## config.mk

```make
export PLATFORM = sky130hd
export DESIGN_NAME = uart_rx_errq
export DESIGN_NICKNAME = d
export VERILOG_FILES = /design/src/rtl/uart_rx_pkg.sv /design/src/rtl/uart_rx_sync.sv /design/src/rtl/uart_rx_baud.sv /design/src/rtl/uart_rx_deser.sv /design/src/rtl/uart_rx_fifo.sv /design/src/rtl/uart_rx_errq.sv
export SDC_FILE = /design/constraint.sdc
export NUM_CORES = 1
export LEC_CHECK = 0
export ABC_AREA = 1
export BUFFER_PORTS_ARGS = -buffer_cell sky130_fd_sc_hd__buf_4
export CAP_MARGIN = 30
export CORE_AREA = 2 2 203 125
export CTS_BUF_LIST = sky130_fd_sc_hd__clkbuf_4 sky130_fd_sc_hd__clkbuf_8
export CTS_CLUSTER_SIZE = 12
export DETAILED_ROUTE_END_ITERATION = 16
export DIE_AREA = 0 0 205 127
export HOLD_SLACK_MARGIN = 0.15
export PLACE_DENSITY = 0.64
export SYNTH_ARGS = -nofsm -noshare
export SYNTH_HDL_FRONTEND = slang
export SYNTH_SLANG_ARGS = --single-unit
```

## constraint.sdc

```tcl
create_clock -name clk_i -period 4.7 [get_ports clk_i]
set_clock_uncertainty 0.2 [all_clocks]
set_input_delay 0.94 -clock clk_i [delete_from_list [all_inputs] [get_ports clk_i]]
set_output_delay 0.94 -clock clk_i [all_outputs]
set_load 0.03 [all_outputs]
```

## src/rtl/uart_rx_pkg.sv

```systemverilog
package uart_rx_pkg;
  typedef struct packed {
    logic       ovr;
    logic       perr;
    logic       ferr;
    logic [7:0] data;
  } rx_word_t;

  typedef enum logic [2:0] {
    S_IDLE, S_START, S_DATA, S_PAR, S_STOP1, S_STOP2
  } rx_state_e;
endpackage

```

## src/rtl/uart_rx_sync.sv

```systemverilog
module uart_rx_sync #(
  parameter int STAGES = 2
) (
  input  logic clk_i,
  input  logic rst_ni,
  input  logic d_i,
  output logic q_o
);
  logic [STAGES-1:0] ff_q;

  always_ff @(posedge clk_i or negedge rst_ni) begin
    if (!rst_ni) ff_q <= '1;
    else         ff_q <= {ff_q[STAGES-2:0], d_i};
  end

  assign q_o = ff_q[STAGES-1];
endmodule

```

## src/rtl/uart_rx_baud.sv

```systemverilog
module uart_rx_baud #(
  parameter int DIV_W = 12
) (
  input  logic             clk_i,
  input  logic             rst_ni,
  input  logic [DIV_W-1:0] div_i,
  output logic             tick_o
);
  logic [DIV_W-1:0] cnt_q;

  // >= so that lowering the divisor never runs the counter around
  assign tick_o = (cnt_q >= div_i);

  always_ff @(posedge clk_i or negedge rst_ni) begin
    if (!rst_ni)     cnt_q <= '0;
    else if (tick_o) cnt_q <= '0;
    else             cnt_q <= cnt_q + 1'b1;
  end
endmodule

```

## src/rtl/uart_rx_deser.sv

```systemverilog
module uart_rx_deser
  import uart_rx_pkg::*;
(
  input  logic       clk_i,
  input  logic       rst_ni,
  input  logic       tick_i,
  input  logic       rx_i,
  input  logic [1:0] wlen_i,
  input  logic       par_en_i,
  input  logic       par_even_i,
  input  logic       two_stop_i,
  output logic       vld_o,
  output rx_word_t   word_o
);
  rx_state_e  state_q;
  logic [3:0] tcnt_q;
  logic [2:0] bcnt_q;
  logic [7:0] sh_q;
  logic       pbit_q, ferr_q, vld_q;
  rx_word_t   word_q;
  logic [7:0] aligned;
  logic       perr, last_bit, mid;

  always_comb begin
    aligned  = sh_q >> (2'd3 - wlen_i);
    perr     = par_en_i & (^aligned ^ pbit_q ^ ~par_even_i);
    last_bit = (bcnt_q == (3'd4 + {1'b0, wlen_i}));
    mid      = (tcnt_q == 4'd15);
  end

  always_ff @(posedge clk_i or negedge rst_ni) begin
    if (!rst_ni) begin
      state_q <= S_IDLE;
      tcnt_q  <= '0;
      bcnt_q  <= '0;
      sh_q    <= '0;
      pbit_q  <= 1'b0;
      ferr_q  <= 1'b0;
      vld_q   <= 1'b0;
      word_q  <= '0;
    end else begin
      vld_q <= 1'b0;
      if (tick_i) begin
        tcnt_q <= tcnt_q + 1'b1;
        unique case (state_q)
          S_IDLE: begin
            tcnt_q <= '0;
            if (!rx_i) state_q <= S_START;
          end
          S_START: if (tcnt_q == 4'd7) begin
            tcnt_q  <= '0;
            bcnt_q  <= '0;
            state_q <= rx_i ? S_IDLE : S_DATA;
          end
          S_DATA: if (mid) begin
            sh_q   <= {rx_i, sh_q[7:1]};
            bcnt_q <= bcnt_q + 1'b1;
            if (last_bit) state_q <= par_en_i ? S_PAR : S_STOP1;
          end
          S_PAR: if (mid) begin
            pbit_q  <= rx_i;
            state_q <= S_STOP1;
          end
          S_STOP1: if (mid) begin
            ferr_q <= !rx_i;
            if (two_stop_i) begin
              state_q <= S_STOP2;
            end else begin
              state_q <= S_IDLE;
              vld_q   <= 1'b1;
              word_q  <= '{ovr: 1'b0, perr: perr, ferr: !rx_i, data: aligned};
            end
          end
          S_STOP2: if (mid) begin
            state_q <= S_IDLE;
            vld_q   <= 1'b1;
            word_q  <= '{ovr: 1'b0, perr: perr, ferr: ferr_q | !rx_i, data: aligned};
          end
          default: state_q <= S_IDLE;
        endcase
      end
    end
  end

  assign vld_o  = vld_q;
  assign word_o = word_q;
endmodule

```

## src/rtl/uart_rx_fifo.sv

```systemverilog
module uart_rx_fifo
  import uart_rx_pkg::*;
#(
  parameter int DEPTH = 16,
  localparam int AW = $clog2(DEPTH),
  localparam int CW = $clog2(DEPTH + 1)
) (
  input  logic          clk_i,
  input  logic          rst_ni,
  input  logic          push_i,
  input  rx_word_t      word_i,
  input  logic          pop_i,
  input  logic          single_i,
  output rx_word_t      head_o,
  output logic          empty_o,
  output logic [CW-1:0] cnt_o
);
  rx_word_t        mem_q [DEPTH];
  logic [AW-1:0]   wptr_q, rptr_q;
  logic [CW-1:0]   cnt_q;
  logic            full, pop_eff, accept, ovr_set;

  always_comb begin
    empty_o = (cnt_q == '0);
    full    = single_i ? !empty_o : (cnt_q == CW'(DEPTH));
    pop_eff = pop_i & !empty_o;
    accept  = push_i & (!full | pop_eff);
    ovr_set = push_i & full & !pop_eff;
  end

  always_ff @(posedge clk_i or negedge rst_ni) begin
    if (!rst_ni) begin
      wptr_q <= '0;
      rptr_q <= '0;
      cnt_q  <= '0;
      for (int i = 0; i < DEPTH; i++) mem_q[i] <= '0;
    end else begin
      if (accept) begin
        mem_q[wptr_q] <= word_i;
        wptr_q        <= wptr_q + 1'b1;
      end
      if (ovr_set) mem_q[wptr_q - 1'b1].ovr <= 1'b1;
      if (pop_eff) rptr_q <= rptr_q + 1'b1;
      cnt_q <= cnt_q + CW'(accept) - CW'(pop_eff);
    end
  end

  assign head_o = mem_q[rptr_q];
  assign cnt_o  = cnt_q;
endmodule

```

## src/rtl/uart_rx_errq.sv

```systemverilog
module uart_rx_errq
  import uart_rx_pkg::*;
#(
  parameter int DEPTH = 16,
  parameter int DIV_W = 12,
  localparam int CW = $clog2(DEPTH + 1)
) (
  input  logic             clk_i,
  input  logic             rst_ni,
  input  logic             rx_i,
  input  logic [DIV_W-1:0] div_i,
  input  logic [1:0]       wlen_i,
  input  logic             par_en_i,
  input  logic             par_even_i,
  input  logic             two_stop_i,
  input  logic             fifo_en_i,
  input  logic             rd_i,
  output logic [10:0]      rd_data_o,
  output logic             rx_empty_o
);
  logic          rx_s, tick, push_w;
  rx_word_t      push_ent_w, head;
  logic [CW-1:0] fifo_cnt_w;

  uart_rx_sync #(.STAGES(2)) sync_i (
    .clk_i, .rst_ni, .d_i(rx_i), .q_o(rx_s)
  );

  uart_rx_baud #(.DIV_W(DIV_W)) baud_i (
    .clk_i, .rst_ni, .div_i, .tick_o(tick)
  );

  uart_rx_deser deser_i (
    .clk_i, .rst_ni, .tick_i(tick), .rx_i(rx_s), .wlen_i, .par_en_i,
    .par_even_i, .two_stop_i, .vld_o(push_w), .word_o(push_ent_w)
  );

  uart_rx_fifo #(.DEPTH(DEPTH)) fifo_i (
    .clk_i, .rst_ni, .push_i(push_w), .word_i(push_ent_w), .pop_i(rd_i),
    .single_i(!fifo_en_i), .head_o(head), .empty_o(rx_empty_o),
    .cnt_o(fifo_cnt_w)
  );

  assign rd_data_o = head;
endmodule

```

==> out/results.txt <==
Status: finished clean
CP Capture Type: primary output
Syn Area/Cell: 8.83 sq um
Final Max Tran Viols: 0
Synthesized net count: 1403
Yosys warnings: 0
Die area: 26000 sq um
Placed cell count: 1635
Placer Congestion: 0.809
Seq/Total Area, Yosys: 49.0%
Cell area after layout: 13100 sq um
Port bufs: 33
Vias per std cell: 5.44
Worst vdd ir: 332 uV
CP arrival: 2.74 ns
Pleak: 6.15 nW
Rows: 44
Fin crit share: 82.6%
Met3 Usage GRT: 4.39%
Share of cells above drive strength 1: 14.7%
Initial Utilization: 49.8%
Critical setup path kind: register to primary output
Busiest grt layer: met1
ANT cells: 0
Grt ovf: 0
First-pass DRT Iterations: 5
Final setup TNS: 0 ns
Global-route met1 utilization: 38.3%
Hold_ws: 0.160 ns
CTS tree: built
Fin cells: 1699
CP Buf/Inv Count: 3
Cell mode on critical path: buf_4
Crit-path cells: inv_2 -> buf_4 -> nor2_1 -> o221ai_1 -> nand3_1 -> nand2_1 -> buf_4
H-tree Lvls: 2
First-pass GRT wire length: 48.7 mm
DRC viols: 0
Root Driver: clkbuf_8
Die span in y: 127 um
Largest stage delay, worst path: 0.68 ns
Worst slack, placed: 1.43 ns
Post-synth EDFFs: 0
Vias: 9247
Min-Delay Path Class: register to register
Clk_lat worst skew: 0.55 ns
Pwr Density: 479 nW/um^2
Syn Inst Count: 1354
Avg WL per Cell: 17.3 um
Clock Sinks: 234
Io pins: 34
RSZ-0062 raised after global routing: no
Post-synth cell types: 48
Routed WL: 29.4 mm
Crit Path Max Fanout: 38
Fmax: 0.257 GHz
Initial DRC count: 768
Normalized max-slew margin: 41.3%
Critical Path Source Type: register
Clk slew on worst S/H paths: 0.06 ns
Nets@finish: 1402
Fin. Hold Viols: 0
Finished Core Util: 54.4%
DIE WIDTH: 205 um
Critical path's slowest cell: dfrtp_4
Post-route ant nets: 0
Req. time, crit path: 3.56 ns
Delay-heaviest family, CP: buffers and inverters
Largest net degree at the start of global routing: 112
DP Wirelength: 18.6 mm
Met2 GRT Util: 32.4%
Cts hold-fix bufs: 0
Synth Register Bits: 234
Num CTS Buffers: 38
Max-cap viol count: 0
CTS resizes: 0
Period minus WS final: 3.88 ns
Pwr Total: 6.25 mW
Slew @ Worst Pin: 0.881 ns
Post-synth ARST share: 100%
Synthesized cell area: 12000 sq um
Layout area overhead: 9.16%
Initial antenna violation count: 0
Final setup violation count: 0
Fin worst setup slack: 0.816 ns
Post-Place Cell Area: 12200 sq um
Setup bufs post-CTS: 0
Vias in the first global route: 8726
Clock buffer depth: 3
Core footprint: 24000 sq um
Most used DFF post-synth: dfrtp_1
Total track usage: 23.8%
==> worst paths after layout <==
kind	start	end	slack, ns	depth (start not counted)
max reg2reg	fifo_i.cnt_o[2]	fifo_i.cnt_o[4]	1.93	12
min in group asynchronous	rst_ni	baud_i.cnt_q[0]	0.24	1
min	sync_i.ff_q[0]	sync_i.ff_q[1]	0.16	0
max	fifo_i.rptr_q[0]	rd_data_o[7]	0.82	7
max in group asynchronous	rst_ni	asynchronous set/reset pin	3.03	2
min reg2reg	sync_i.ff_q[0]	sync_i.ff_q[1]	0.16	0
==> per-layer routing <==
metal / part of all wire (%) / routed length (um) / vias to the layer above
met4: 1.6 / 472 / 0
met3: 6.3 / 1840 / 41
met2: 41 / 12000 / 223
met1: 52 / 15200 / 4426
met5: 0 / 0 / -
li1: - / - / 4557
==> synthesized netlist by cell type (all sizes together), types with 4 or more instances <==
cell    count  area [sq um]
mux2i      33           330
o22ai       4          25.0
nand4      17           194
o211ai      9          67.6
nor3       10          50.1
o32ai       8          70.1
a21oi      13          72.6
nand2     338          1300
ha         26           325
buf        56           423
dfrtp     232          5810
clkbuf     33           124
nand3      60           333
xor2       12           105
inv        91           347
nor2      102           417
nor3b       6          55.1
o221ai     34           298
o21ai     256          1460
==> cell families (layout without fill, tap and decap cells) <==
group                      count (synthesis)  in the layout  synth area share (%)
AOI/OAI and AO/OA                        328            328                  16.9
xor gates and xnor gates                  15             15                  1.10
adders and majority gates                 27             27                  2.89
buffers and inverters                    181            204                  7.51
DFF                                      234            234                  49.0
muxes                                     33             33                  2.76
and+or+nand+nor                          536            536                  19.8
==> cell usage in the layout (no fill, tap or decap), types with 7 or more instances in the layout <==
cell | Yosys | routed
o32ai_1 | 8 | 8
xor2_1 | 12 | 12
o211ai_1 | 9 | 9
o221ai_1 | 34 | 34
o21ai_2 | 48 | 48
clkbuf_8 | 0 | 47
nand4_1 | 10 | 10
inv_1 | 82 | 82
buf_4 | 11 | 45
nor3_1 | 10 | 10
mux2i_1 | 33 | 33
ha_1 | 26 | 26
inv_2 | 7 | 7
clkbuf_4 | 0 | 9
o21ai_0 | 153 | 153
dfrtp_1 | 232 | 230
a21oi_1 | 11 | 11
nand3_1 | 55 | 55
nor2_1 | 96 | 96
o21ai_1 | 55 | 55
nand2_1 | 331 | 331
==> cell type report <==
cell class,count,area (sq um)
timing repair buffer,48,400
inverter,92,352
multi-input combinational,939,5200
sequential,234,5860
tap,322,403
clock buffer,56,714
clock inverter,8,119
fill,2253,11000
==> power by group <==
group / internal, mW / switching, mW / leakage, nW
combinational: 0.697 / 1.27 / 2.55
sequential: 2.13 / 0.188 / 3.15
clock: 1.14 / 0.825 / 0.442
Power figures use the tool's default switching activity.
